--- src/rtl/paf_pkg.sv ---
package paf_pkg;

    typedef struct packed {
        logic force_user;
        logic trust_wr;
        logic trust_rd;
    } mst_ctl_t;

    typedef struct packed {
        logic buf_wr;
        logic sup_prot;
        logic wr_prot;
        logic trust_prot;
    } prf_ctl_t;

    localparam int LVL_W  = 3;
    localparam int PERM_W = 8;

    // Permission vector bits: [7] sec-priv-R, [6] sec-priv-W, [5] sec-user-R,
    // [4] sec-user-W, [3] ns-priv-R, [2] ns-priv-W, [1] ns-user-R, [0] ns-user-W
    function automatic logic [PERM_W-1:0] level_to_perm(input logic [LVL_W-1:0] lvl);
        logic [PERM_W-1:0] v;
        case (lvl)
            3'd0:    v = 8'hFF;
            3'd1:    v = 8'hFE;
            3'd2:    v = 8'hFA;
            3'd3:    v = 8'hEA;
            3'd4:    v = 8'hAA;
            3'd5:    v = 8'hF0;
            3'd6:    v = 8'hE0;
            default: v = 8'hC0;
        endcase
        return v;
    endfunction

endpackage

--- src/rtl/paf_cfg_regs.sv ---
module paf_cfg_regs
    import paf_pkg::*;
#(
    parameter int NUM_MST = 8,
    parameter int NUM_PRF = 16,
    parameter int IDX_W   = 4
) (
    input  logic                      clk,
    input  logic                      rst_n,
    input  logic                      cfg_we,
    input  logic                      cfg_target,
    input  logic [IDX_W-1:0]          cfg_index,
    input  logic [3:0]                cfg_data,
    output mst_ctl_t [NUM_MST-1:0]    mst_o,
    output prf_ctl_t [NUM_PRF-1:0]    prf_o
);
    typedef struct packed {
        mst_ctl_t [NUM_MST-1:0] mst;
        prf_ctl_t [NUM_PRF-1:0] prf;
    } cfg_state_t;

    cfg_state_t st_d, st_q;

    logic mst_hit, prf_hit;

    always_comb begin
        st_d    = st_q;
        mst_hit = ({1'b0, cfg_index} < (IDX_W+1)'(NUM_MST));
        prf_hit = ({1'b0, cfg_index} < (IDX_W+1)'(NUM_PRF));
        if (cfg_we) begin
            for (int i = 0; i < NUM_MST; i++) begin
                if (!cfg_target && mst_hit && (int'(cfg_index) == i)) begin
                    st_d.mst[i] = mst_ctl_t'(cfg_data[2:0]);
                end
            end
            for (int j = 0; j < NUM_PRF; j++) begin
                if (cfg_target && prf_hit && (int'(cfg_index) == j)) begin
                    st_d.prf[j] = prf_ctl_t'(cfg_data);
                end
            end
        end
    end

    always_ff @(posedge clk or negedge rst_n) begin
        if (!rst_n) begin
            st_q <= '0;
        end else begin
            st_q <= st_d;
        end
    end

    assign mst_o = st_q.mst;
    assign prf_o = st_q.prf;

endmodule

--- src/rtl/paf_sec_xlate.sv ---
module paf_sec_xlate
    import paf_pkg::*;
#(
    parameter int NUM_PRF = 16
) (
    input  logic [NUM_PRF*LVL_W-1:0]       sec_level,
    output logic [NUM_PRF-1:0][PERM_W-1:0] perm_o
);
    for (genvar p = 0; p < NUM_PRF; p++) begin : g_xlate
        assign perm_o[p] = level_to_perm(sec_level[p*LVL_W +: LVL_W]);
    end
endmodule

--- src/rtl/paf_decide.sv ---
module paf_decide
    import paf_pkg::*;
(
    input  mst_ctl_t          mst,
    input  prf_ctl_t          prf,
    input  logic [PERM_W-1:0] perm,
    input  logic              is_write,
    input  logic              is_priv,
    input  logic              is_secure,
    output logic              allow,
    output logic              bufferable
);
    logic eff_priv;
    logic trust_fail, wp_fail, sp_fail, lvl_fail;
    logic [2:0] perm_idx;

    always_comb begin
        eff_priv   = is_priv & ~mst.force_user;
        trust_fail = prf.trust_prot & (is_write ? ~mst.trust_wr : ~mst.trust_rd);
        wp_fail    = prf.wr_prot & is_write;
        sp_fail    = prf.sup_prot & ~eff_priv;
        perm_idx   = {is_secure, eff_priv, ~is_write};
        lvl_fail   = ~perm[perm_idx];
        allow      = ~(trust_fail | wp_fail | sp_fail | lvl_fail);
        bufferable = allow & is_write & prf.buf_wr;
    end
endmodule

--- src/rtl/periph_access_filter.sv ---
module periph_access_filter
    import paf_pkg::*;
#(
    parameter int NUM_MST = 8,
    parameter int NUM_PRF = 16,
    localparam int MST_W  = $clog2(NUM_MST),
    localparam int PRF_W  = $clog2(NUM_PRF),
    localparam int IDX_W  = (MST_W > PRF_W) ? MST_W : PRF_W
) (
    input  logic                       clk,
    input  logic                       rst_n,
    input  logic                       cfg_we,
    input  logic                       cfg_target,
    input  logic [IDX_W-1:0]           cfg_index,
    input  logic [3:0]                 cfg_data,
    input  logic                       req_valid,
    input  logic [MST_W-1:0]           req_master,
    input  logic [PRF_W-1:0]           req_periph,
    input  logic                       req_write,
    input  logic                       req_priv,
    input  logic                       req_secure,
    input  logic [NUM_PRF*LVL_W-1:0]   sec_level,
    output logic                       rsp_valid,
    output logic                       rsp_grant,
    output logic                       rsp_error,
    output logic                       rsp_bufferable
);
    typedef struct packed {
        logic valid;
        logic grant;
        logic error;
        logic bufw;
    } rsp_state_t;

    mst_ctl_t [NUM_MST-1:0]         mst_cfg;
    prf_ctl_t [NUM_PRF-1:0]         prf_cfg;
    logic [NUM_PRF-1:0][PERM_W-1:0] perm_all;

    mst_ctl_t          mst_sel;
    prf_ctl_t          prf_sel;
    logic [PERM_W-1:0] perm_sel;
    logic              allow, bufferable;

    rsp_state_t st_d, st_q;

    paf_cfg_regs #(
        .NUM_MST(NUM_MST), .NUM_PRF(NUM_PRF), .IDX_W(IDX_W)
    ) u_regs (
        .clk(clk), .rst_n(rst_n), .cfg_we(cfg_we), .cfg_target(cfg_target),
        .cfg_index(cfg_index), .cfg_data(cfg_data),
        .mst_o(mst_cfg), .prf_o(prf_cfg)
    );

    paf_sec_xlate #(.NUM_PRF(NUM_PRF)) u_xlate (
        .sec_level(sec_level), .perm_o(perm_all)
    );

    assign mst_sel  = mst_cfg[req_master];
    assign prf_sel  = prf_cfg[req_periph];
    assign perm_sel = perm_all[req_periph];

    paf_decide u_decide (
        .mst(mst_sel), .prf(prf_sel), .perm(perm_sel),
        .is_write(req_write), .is_priv(req_priv), .is_secure(req_secure),
        .allow(allow), .bufferable(bufferable)
    );

    always_comb begin
        st_d.valid = req_valid;
        st_d.grant = req_valid & allow;
        st_d.error = req_valid & ~allow;
        st_d.bufw  = req_valid & bufferable;
    end

    always_ff @(posedge clk or negedge rst_n) begin
        if (!rst_n) begin
            st_q <= '0;
        end else begin
            st_q <= st_d;
        end
    end

    assign rsp_valid      = st_q.valid;
    assign rsp_grant      = st_q.grant;
    assign rsp_error      = st_q.error;
    assign rsp_bufferable = st_q.bufw;

endmodule

--- config.mk ---
export PLATFORM = sky130hd
export DESIGN_NAME = periph_access_filter
export DESIGN_NICKNAME = d
export VERILOG_FILES = /design/src/rtl/paf_pkg.sv /design/src/rtl/paf_cfg_regs.sv /design/src/rtl/paf_sec_xlate.sv /design/src/rtl/paf_decide.sv /design/src/rtl/periph_access_filter.sv
export SDC_FILE = /design/constraint.sdc
export NUM_CORES = 1
export LEC_CHECK = 0
export BUFFER_PORTS_ARGS = -buffer_cell sky130_fd_sc_hd__clkbuf_2
export CAP_MARGIN = 15
export CORE_MARGIN = 1.5
export CORE_UTILIZATION = 54
export DETAILED_ROUTE_END_ITERATION = 6
export GPL_TIMING_DRIVEN = 0
export PLACE_DENSITY = 0.75
export SLEW_MARGIN = 0
export SYNTH_ARGS = -nofsm -noshare
export SYNTH_HDL_FRONTEND = slang
export SYNTH_SLANG_ARGS = --single-unit
--- constraint.sdc ---
create_clock -name clk -period 2.9 [get_ports clk]
set_input_delay 0.145 -clock clk [delete_from_list [all_inputs] [get_ports clk]]
set_output_delay 0.145 -clock clk [all_outputs]
set_load 0.03 [all_outputs]
======== Word-level counts from Yosys, hierarchy flattened ========
Cells that the tools add are included.
storage, ports and cells
  logic and storage cells ................. 318
  register bits after elaboration ......... 92
  input bits .............................. 71
  output and inout port bits .............. 4
operators by class
  bitwise operators ....................... 19
  eq/ne operators ......................... 111
  mux-type cells .......................... 25
  magnitude comparators ................... 4
  reductions and logical operators ........ 67
operators by type and width
  kind                number
  $pmux 7 s7          16
  $eq 3x3->1 const B  48
  $eq 3x2->1 const B  32
  $eq 3x1->1 const B  16
  $logic_not 3->1     16
  $reduce_and 2->1    24
  $bmux 8 s4          1
  $eq 4x4->1 const B  8
  $logic_and 1x1->1   25
  $bmux 4 s4          1
  $eq 4x3->1 const B  4
  $and 1x1->1         9
  $bmux 3 s3          1
  $eq 4x2->1 const B  2
  $lt 3x4->1 const B  2
  $mux 8              1
  $not 1->1           7
  $lt 4x5->1 const B  1
  $eq 4x1->1 const B  1
  $logic_not 4->1     1
  $lt 4x4->1 const B  1
  $mux 4              1
  $bmux 1 s3          1
  $mux 3              1
  3 further kinds     6

======== Depth between registers and ports, before layout ========
Gate-level depths: netlist (run 1).
  word-level depth ........................ 12
  mapped depth ............................ 11
  mapped depth without buffers ............ 7

======== Hierarchy ========
From an unflattened synthesis (run 1), not the netlist that was laid out.
unflattened totals
  cells, all modules ...................... 492
  area, all modules ....................... 6299.8 µm²
by module, submodules not included
  module                cells an instance  instances  seq. area each (µm²)  area each (µm²)
  paf_cfg_regs          226                1          2202.1                3550.9
  periph_access_filter  119                1          100.1                 1776.7
  paf_sec_xlate         129                1          0.0                   844.6
  paf_decide            18                 1          0.0                   127.6

======== Least setup slack after synthesis (run 1) ========
No wires, ideal clock.
  kind .................................... input to register
  start point ............................. input req_master[0]
  end point ............................... register st_q (netlist bit rsp_bufferable)
  arrival ................................. 2083 ps
  path buffers ............................ 1
  required time ........................... 2832 ps
  setup slack ............................. 749 ps
  stages on the path ...................... 8
  library setup time ...................... 68 ps
  cells stage by stage .................... buf_6 -> mux2i_1 -> and3_1 -> o41ai_2 -> mux2_4 -> a211o_1 -> a211oi_2 -> and4_1
RTL lines
  what                  line                        RTL
  start, declared       periph_access_filter.sv:17  input logic [MST_W-1:0] req_master,
  end signal, assigned  periph_access_filter.sv:79  st_q <= st_d;
  end, declared         periph_access_filter.sv:44  rsp_state_t st_d, st_q;

==> key figures, run 1 <==
Place
  – DP HPWL: 12000 um
  – Buffers added on ports: 69
  – Placed cells: roughly 700
  – Routability cong.: 0.976

Worst setup path
  – Critical Path Fanout Max: 5
  – Crit end category: flip-flop
  – Req. time, crit path: about 3.2 ns
  – CP Launch Type: flip-flop
  – Setup CP Type: reg2reg
  – Worst EP arrival: between 2 and 3 ns

Global routing
  – Vias in the first global route: about 4800
  – First-pass GRT wire length: roughly 26000 um
  – Largest net degree at the start of global routing: 50
  – Initial antenna violation count: 0
  – Gr ovfl total: 0
  – Tot GR Track Use: between 30% and 40%

Synthesis
  – Synth Cell Area: around 5700 um^2
  – Number of flops mapped to enable cells by yosys: 0
  – Synth Warn #: 0
  – Ys async rst share: between 90% and 100%
  – Mapped Cells: roughly 500
  – Unique masters post-synth: 60
  – Synth Area per Inst: 11.6 um^2
  – Main flop type after synthesis: dfrtp_1
  – Syn_nets: 566
  – Yosys reg bits: 92
  – Register area share after synthesis: roughly 40%

Clock network
  – Htree depth: 3
  – Clk sink count: 92
  – CTS Buf Count: 9
  – Post-CTS setup buffer count: 0
  – Worst-case clock buffer depth: 2
  – Register clock-pin slew on the reported worst setup and hold paths: roughly 0.090 ns
  – Clock insertion delay at the later pin of the skew report: about 0.35 ns
  – Clk root buf: clkbuf_8
  – TritonCTS clock tree: built

Layout
  – Fillers: ~850
  – Layout cells sized above 1: between 30% and 40%
  – Nets: 649
  – Area Growth Syn to Fin: 13.4%
  – Footprint of the multi-input gates: 3230 um^2
  – Ant diodes: 0
  – Commonest non-fill, non-tap cells in the layout: mux2_2, dfrtp_1, clkbuf_2
  – Finished Layout Cells: 719
  – Seq. cell area: about 2300 um^2
  – Most common cell after layout, fill and taps aside: mux2_2

Timing
  – Period minus WS final: ~2.6 ns
  – Fmax: about 380 MHz
  – Final worst path period share: 90.4%
  – Slew HR: around 44%
  – Worst-Margin Slew: slightly above 0.8 ns
  – Final Hold Viols: 0
  – Setup violators final: 0
  – Max-slew violation count: 0
  – RSZ-0062 raised after global routing: no
  – Clock skew: a little under 0.007 ns
  – TNS Setup: 0 ns

Floorplan
  – Core Rows: 37
  – Core footprint: 10300 um^2
  – Die area: approximately 11000 um^2
  – IO Pins: 75
  – Die Y: 106 um
  – Chip Width: roughly 110 um
  – Initial core utilization: 55.4%

Drt
  – Vias: between 4000 and 5000
  – DR iter-0 viols: between 500 and 600
  – Via/cell ratio: between 6 and 7
  – Final ANT Viol Nets: 0
  – Post-Route WL: 16300 um
  – 1st-pass router iterations: 6
  – # DRC: 0
  – Per-cell routed wire length: 22.7 um

Hold path
  – Worst Hold Class: in2reg

Power and ir drop
  – Power Total: between 3 and 4 mW
  – Maximum vdd drop: ~400 uV
  – Leak pwr: approximately 2.8 nW
  – P per Cell Area: 520 nW/um^2

Outcome
  – Status: completed

Run
  – Total of max-cap violations: 0
-- logic make-up (layout without fill, tap and decap cells) --
group | after synthesis | in the layout | share of synthesized area, %
AND/OR/NAND/NOR | 149 | 149 | 14.8
multiplexers | 137 | 137 | 31.8
flip-flops | 92 | 92 | 40.2
buffers and inverters | 38 | 126 | 3.26
AO/OA/AOI/OAI | 79 | 79 | 9.97
-- routing by layer --
layer / track usage (%) / up-vias / wire, um
met1: 40.9 / 2359 / 6800
met5: 0 / - / 0
li1: - / 2119 / -
met2: 48.2 / 270 / 7540
met4: 14.7 / 0 / 644
met3: 6.01 / 50 / 1320
-- Yosys cell counts (5+ instances only) --
master / number / share of area, %
a211o_1: 5 / 0.77
a21oi_1: 12 / 1.0
a311oi_1: 6 / 0.92
and3_1: 7 / 0.77
buf_2: 8 / 0.70
clkbuf_1: 15 / 0.98
dfrtp_1: 92 / 40
inv_1: 5 / 0.33
mux2_2: 93 / 18
mux2i_1: 17 / 3.0
mux4_2: 22 / 8.7
nand2_1: 19 / 1.2
nand2b_1: 9 / 0.98
nand3_1: 8 / 0.70
nand4_1: 11 / 1.2
nor2_1: 30 / 2.0
nor2b_1: 8 / 0.87
nor3_1: 15 / 1.3
nor4_1: 11 / 1.2
nor4b_1: 13 / 2.0
o211ai_1: 6 / 0.79
o21ai_0: 15 / 1.3
-- critical path, cell delays in order (launching register included) --
cell and delay, ns:
dfrtp_1 0.36, mux2i_1 0.07, and3_1 0.19, o41ai_2 0.79, mux2_4 0.35, a211o_1 0.28
a211oi_2 0.30, and4_1 0.23
-- final timing paths --
kind,cells past startpoint,slack (ns),to,from
max in group asynchronous,3,1.90,u_regs.mst_o[1],rst_n
max,7,0.28,rsp_bufferable,u_regs.mst_o[23]
min,2,0.11,u_regs.prf_o[40],cfg_data[0]
min reg2reg,1,0.51,u_regs.prf_o[27],u_regs.prf_o[27]
max reg2reg,7,0.28,rsp_bufferable,u_regs.mst_o[23]
min in group asynchronous,2,0.36,u_regs.prf_o[10],rst_n
-- area by class of cell --
| class | count | area share [%] |
|---|---|---|
| multi-input cells | 365 | 49.8 |
| flip-flops and latches | 92 | 35.5 |
| repair buffers | 72 | 6.09 |
| well taps | 136 | 2.62 |
| plain buffers | 33 | 2.58 |
| clock buffers | 13 | 2.45 |
| clock inverters | 3 | 0.694 |
| inverters | 5 | 0.289 |
-- state kept, by name, summed over array words and instances (netlist names) --
| register | cells |
|---|---|
| rsp_bufferable | 1 |
| u_regs.prf_o | 64 |
| rsp_grant | 1 |
| rsp_error | 1 |
| rsp_valid | 1 |
| u_regs.mst_o | 24 |
-- per-stage QoR --
stage / utilization (%) / hold slack, ns / cell area [um^2] / setup WS, ns
2_1_floorplan: - / -0.151 / 5720 / 0.749
3_3_place_gp: 60.4 / 0.285 / 6240 / 0.0500
3_5_place_dp: 60.7 / 0.225 / 6270 / 0.0307
4_1_cts: 62.9 / 0.0928 / 6490 / 0.318
5_1_grt: 62.9 / 0.109 / 6490 / 0.151
6_report: 62.9 / 0.113 / 6490 / 0.277
-- where the power goes --
group | total (mW) | internal, mW | switching (mW)
Clock | 0.882 | 0.447 | 0.436
Sequential | 1.65 | 1.53 | 0.121
Combinational | 0.849 | 0.450 | 0.399
-- timing repair --
item,4_1_cts,5_1_grt
hold buffers,2,0
endpoints found under the hold margin,44,0
gates resized for setup,0,0
setup endpoints to repair,0,0
(Power assumes the default switching activity.)
==> run 2, diff against run 1 <==
- CORE_ASPECT_RATIO: not set -> 1.25
==> run 2 against run 1 <==
Compared with the run above:
- sequential cell count unchanged
- register-to-register slack lost 0.06 ns
- count of clock-buffer cells in the layout grew 2
- clock power increased by 24%
- total power is 6.3% higher
- critical path depth rose by 2
==> key figures, run 2 (same netlist as run 1, synthesis figures left out) <==
Timing
  – Setup violators final: 0
  – Max-slew violation count: 0
  – Final worst path period share: between 90 and 100%
  – RSZ-0062 raised after global routing: no
  – Slew HR: around 45%
  – Period minus WS final: ~2.7 ns
  – Final Hold Viols: 0
  – Worst-Margin Slew: 0.818 ns
  – Fmax: roughly 370 MHz
  – Clock skew: 0.00756 ns

Place
  – Buffers added on ports: 69
  – DP HPWL: around 12000 um
  – Routability cong.: about 0.95
  – Placed cells: just under 700

Floorplan
  – Chip Width: between 90 and 100 um
  – IO Pins: between 70 and 80
  – Core Rows: 41
  – Die Y: approximately 120 um
  – Die area: about 11000 um^2
  – Core footprint: around 10000 um^2
  – Initial core utilization: between 50% and 60%

Layout
  – Most common cell after layout, fill and taps aside: mux2_2
  – Layout cells sized above 1: 37.2%
  – Nets: roughly 650
  – Seq. cell area: 2300 um^2
  – Footprint of the multi-input gates: roughly 3200 um^2
  – Ant diodes: 0
  – Largest register FFs: 64
  – Commonest non-fill, non-tap cells in the layout: mux2_2, dfrtp_1, clkbuf_2
  – Area Growth Syn to Fin: 14.7%
  – Fillers: a little over 800
  – Finished Layout Cells: 712

Power and ir drop
  – Power Total: about 3.6 mW
  – Maximum vdd drop: just over 600 uV
  – Clk pwr share: a little under a third
  – P per Cell Area: 547 nW/um^2
  – Part of the power in registers: a little under half
  – Internal power: around 2.6 mW
  – Sw power: 963 uW
  – Comb pwr share: a little under a quarter
  – Switching Share: 26.8%
  – Leak pwr: roughly 2.9 nW

Drt
  – Post-Route WL: between 15000 and 20000 um
  – 1st-pass router iterations: 5
  – Via/cell ratio: approximately 6.7
  – # DRC: 0
  – Vias: approximately 4800
  – Final ANT Viol Nets: 0
  – Per-cell routed wire length: around 23 um
  – DR iter-0 viols: 307

Global routing
  – Gr ovfl total: 0
  – First-pass GRT wire length: around 26000 um
  – Tot GR Track Use: between 30% and 40%
  – Largest net degree at the start of global routing: 56
  – Initial antenna violation count: 0
  – Vias in the first global route: 4842

Worst setup path
  – Setup CP Type: in2reg
  – Req. time, crit path: approximately 3.2 ns
  – CP Launch Type: primary input
  – Crit end category: flip-flop
  – Worst EP arrival: 2.97 ns
  – Critical Path Fanout Max: 10

Clock network
  – Clk sink count: 92
  – Worst-case clock buffer depth: 2
  – Htree depth: 3
  – Post-cts gate resize count: 0
  – TritonCTS clock tree: built
  – Register clock-pin slew on the reported worst setup and hold paths: roughly 0.060 ns
  – Clock insertion delay at the later pin of the skew report: 0.34 ns
  – CTS Buf Count: 9
  – Clk root buf: clkbuf_16

Hold path
  – Worst Hold Class: in2reg

Run
  – Total of max-cap violations: 0

Outcome
  – Status: completed
-- run 2: layout make-up --
cell class / count / share of cell area [%]
multi-input combinational: 365 / 49.3
sequential: 92 / 35.1
timing repair buffer: 72 / 6.02
clock buffer: 15 / 4.23
buffer: 33 / 2.55
tap: 129 / 2.46
inverter: 5 / 0.286
clock inverter: 1 / 0.0763
-- run 2: per-stage QoR --
| step | cell area (um^2) | util [%] | hold WS (ns) | setup slack [ns] | setup TNS [ns] |
|---|---|---|---|---|---|
| detailed placement | 6260 | 61.3 | 0.181 | -0.00982 | -0.00982 |
| CTS | 6560 | 64.3 | 0.107 | 0.234 | 0 |
| finish | 6560 | 64.3 | 0.115 | 0.203 | 0 |
| floorplan | 5720 | - | -0.151 | 0.749 | 0 |
| global placement | 6230 | 61.0 | 0.288 | -0.00331 | -0.00331 |
| global route | 6560 | 64.3 | 0.116 | 0.155 | 0 |
-- run 2: per-layer routing --
metal	wire, um	global-route usage (%)
met1	6520	39.9
met2	8100	49.3
met3	1060	5.04
met4	888	18.6
met5	0	0
-- run 2: power groups by stage --
stage | sequential, mW | combinational [mW] | clock (mW)
after floorplan | 1.64 | 0.559 | 0
after global placement | 1.65 | 0.813 | 0
after detailed placement | 1.67 | 0.841 | 0
after CTS | 1.65 | 0.849 | 1.11
after global routing | 1.68 | 0.912 | 1.16
final | 1.65 | 0.850 | 1.09
-- run 2: repair_timing --
action                                 in CTS  in global routing
buffers inserted                            0                  0
hold buffers                                2                  0
endpoints found under the hold margin      38                  0
-- run 2: final timing paths --
check / from / to / slack [ns] / cells after the start
setup / recovery: req_periph[1] / rsp_bufferable / 0.20 / 9
hold / removal: cfg_data[1] / u_regs.prf_o[45] / 0.12 / 2
hold reg to reg: u_regs.mst_o[2] / u_regs.mst_o[2] / 0.50 / 1
max in group asynchronous: rst_n / u_regs.prf_o[59] / 1.91 / 3
setup reg to reg: u_regs.mst_o[23] / rsp_bufferable / 0.22 / 7
min in group asynchronous: rst_n / u_regs.mst_o[11] / 0.35 / 2
-- run 2: worst max-delay path, cell delays in order --
cell and delay [ns]:
buf_2 0.23, buf_1 0.58, nand2_1 0.32, o41ai_1 0.42, nor4_1 0.15, o41ai_1 0.28
o221ai_1 0.20, a211oi_2 0.38, and4_1 0.25
==> run 3, diff against run 2 <==
- CTS_BUF_LIST: not set -> sky130_fd_sc_hd__clkbuf_4 sky130_fd_sc_hd__clkbuf_8
- HOLD_SLACK_MARGIN: not set -> 0.03
- clock period: 2.9 -> 3.04 ns (I/O delays scaled with it)
==> run 3 against run 2 <==
Compared with the run above:
- worst setup slack improved by 0.20 ns
- die area unchanged
- cell count is the same
- hold slack got worse by 0.025 ns
- final area is 1.4% lower
- combinational power shrank 5.1%
- critical path type is now reg2reg
- largest cell class unchanged
==> key figures, run 3 (same netlist as run 1, synthesis figures left out) <==
Outcome
  – Status: completed

Drt
  – Via/cell ratio: 6.64
  – Final ANT Viol Nets: 0
  – Post-Route WL: around 16000 um
  – # DRC: 0
  – 1st-pass router iterations: 5
  – Per-cell routed wire length: roughly 23 um
  – Vias: 4726
  – DR iter-0 viols: between 200 and 300

Place
  – Pre-CTS setup slack: 0.123 ns
  – Placed cells: approximately 690
  – DP HPWL: approximately 12000 um
  – Buffers added on ports: slightly below 70
  – Routability cong.: between 0.9 and 1

Layout
  – Fillers: 810
  – Ant diodes: 0
  – Nets: 649
  – Finished Layout Cells: between 700 and 800
  – Layout cells sized above 1: 37.7%
  – Most common cell after layout, fill and taps aside: mux2_2
  – Commonest non-fill, non-tap cells in the layout: mux2_2, dfrtp_1, clkbuf_2
  – Largest register FFs: 64
  – Area Growth Syn to Fin: 13.1%

Clock network
  – Clock insertion delay at the later pin of the skew report: 0.36 ns
  – Clk sink count: 92
  – TritonCTS clock tree: built
  – Register clock-pin slew on the reported worst setup and hold paths: 0.08 ns
  – Clk root buf: clkbuf_8
  – Hold_buf cts: 2
  – Htree depth: 3
  – Post-CTS setup buffer count: 0
  – CTS Buf Count: 9
  – Post-cts gate resize count: 0
  – Worst-case clock buffer depth: 2

Power and ir drop
  – P per Cell Area: approximately 490 nW/um^2
  – Maximum vdd drop: just under 500 uV
  – Power Total: roughly 3.2 mW
  – Leak pwr: ~2.8 nW

Floorplan
  – Die area: approximately 11000 um^2
  – IO Pins: between 70 and 80
  – Initial core utilization: a little under three fifths
  – Core footprint: between 10000 and 15000 um^2
  – Chip Width: 95.1 um
  – Core Rows: 41
  – Die Y: ~120 um

Global routing
  – Initial antenna violation count: 0
  – Tot GR Track Use: between 30% and 40%
  – First-pass GRT wire length: roughly 26000 um
  – Gr ovfl total: 0
  – Vias in the first global route: 4787
  – Largest net degree at the start of global routing: between 50 and 60

Run
  – Total of max-cap violations: 0

Worst setup path
  – Worst Path Buf+Inv: 0
  – Crit-path cells: mux2i_1 > and3_1 > o41ai_2 > mux2_4 > a211o_1 > a211oi_2 > and4_1
  – CP max-delay cell: o41ai_2
  – Setup CP Type: reg2reg
  – CP top delay family: compound AO/OA/AOI/OAI gates
  – CP Launch Type: flip-flop
  – Largest stage delay, worst path: roughly 0.79 ns
  – Critical Path Fanout Max: 5
  – Worst EP arrival: between 2 and 3 ns
  – Req. time, crit path: between 3 and 4 ns
  – Crit end category: flip-flop

Timing
  – Max-slew violation count: 0
  – TNS Setup: 0 ns
  – Setup violators final: 0
  – Clock skew: approximately 0.0077 ns
  – Worst-Margin Slew: approximately 0.83 ns
  – RSZ-0062 raised after global routing: no
  – Final Hold Viols: 0
  – Fmax: between 300 and 400 MHz
  – Final worst path period share: 86.6%
  – Period minus WS final: approximately 2.6 ns
  – Slew HR: 44.0%
  – Worst setup margin: roughly 0.4 ns

Hold path
  – Worst Hold Class: in2reg
## run 3: power by group
| part | internal (mW) | total [mW] | switching [mW] |
|---|---|---|---|
| clock network | 0.391 | 0.786 | 0.395 |
| logic | 0.429 | 0.807 | 0.378 |
| registers | 1.46 | 1.57 | 0.114 |
| total | 2.28 | 3.16 | 0.887 |
## run 3: final cells by class
cell class | count | area [um^2] | area share (%)
Clock inverter | 1 | 5.00 | 0.0773
Timing Repair Buffer | 72 | 395 | 6.11
Tap cell | 129 | 161 | 2.49
Clock buffer | 15 | 188 | 2.90
Inverter | 5 | 18.8 | 0.290
Buffer | 33 | 168 | 2.59
Sequential cell | 92 | 2300 | 35.6
Multi-Input combinational cell | 365 | 3230 | 50.0
## run 3: final timing paths
kind	cells after the start	slack, ns	to	from
worst min-delay path	2	0.09	u_regs.prf_o[45]	cfg_data[1]
worst max-delay path	7	0.41	rsp_bufferable	u_regs.mst_o[23]
max in group asynchronous	3	2.07	u_regs.prf_o[59]	rst_n
worst min register to register	1	0.50	u_regs.mst_o[2]	u_regs.mst_o[2]
worst max register to register	7	0.41	rsp_bufferable	u_regs.mst_o[23]
min in group asynchronous	2	0.33	u_regs.mst_o[6]	rst_n
## run 3: per-stage QoR
stage	hold WS [ns]	cell area (um^2)	utilization [%]
global route	0.0854	6470	63.4
CTS	0.0826	6470	63.4
detailed placement	0.188	6260	61.3
floorplan	-0.144	5720	-
global placement	0.295	6230	61.0
finish	0.0905	6470	63.4
## run 3: metal layers
metal	vias up	wire (um)	track usage [%]
met5	-	0	0
met4	0	929	17.2
met3	52	888	5.56
met2	192	7930	49.3
met1	2371	6590	39.3
li1	2111	-	-
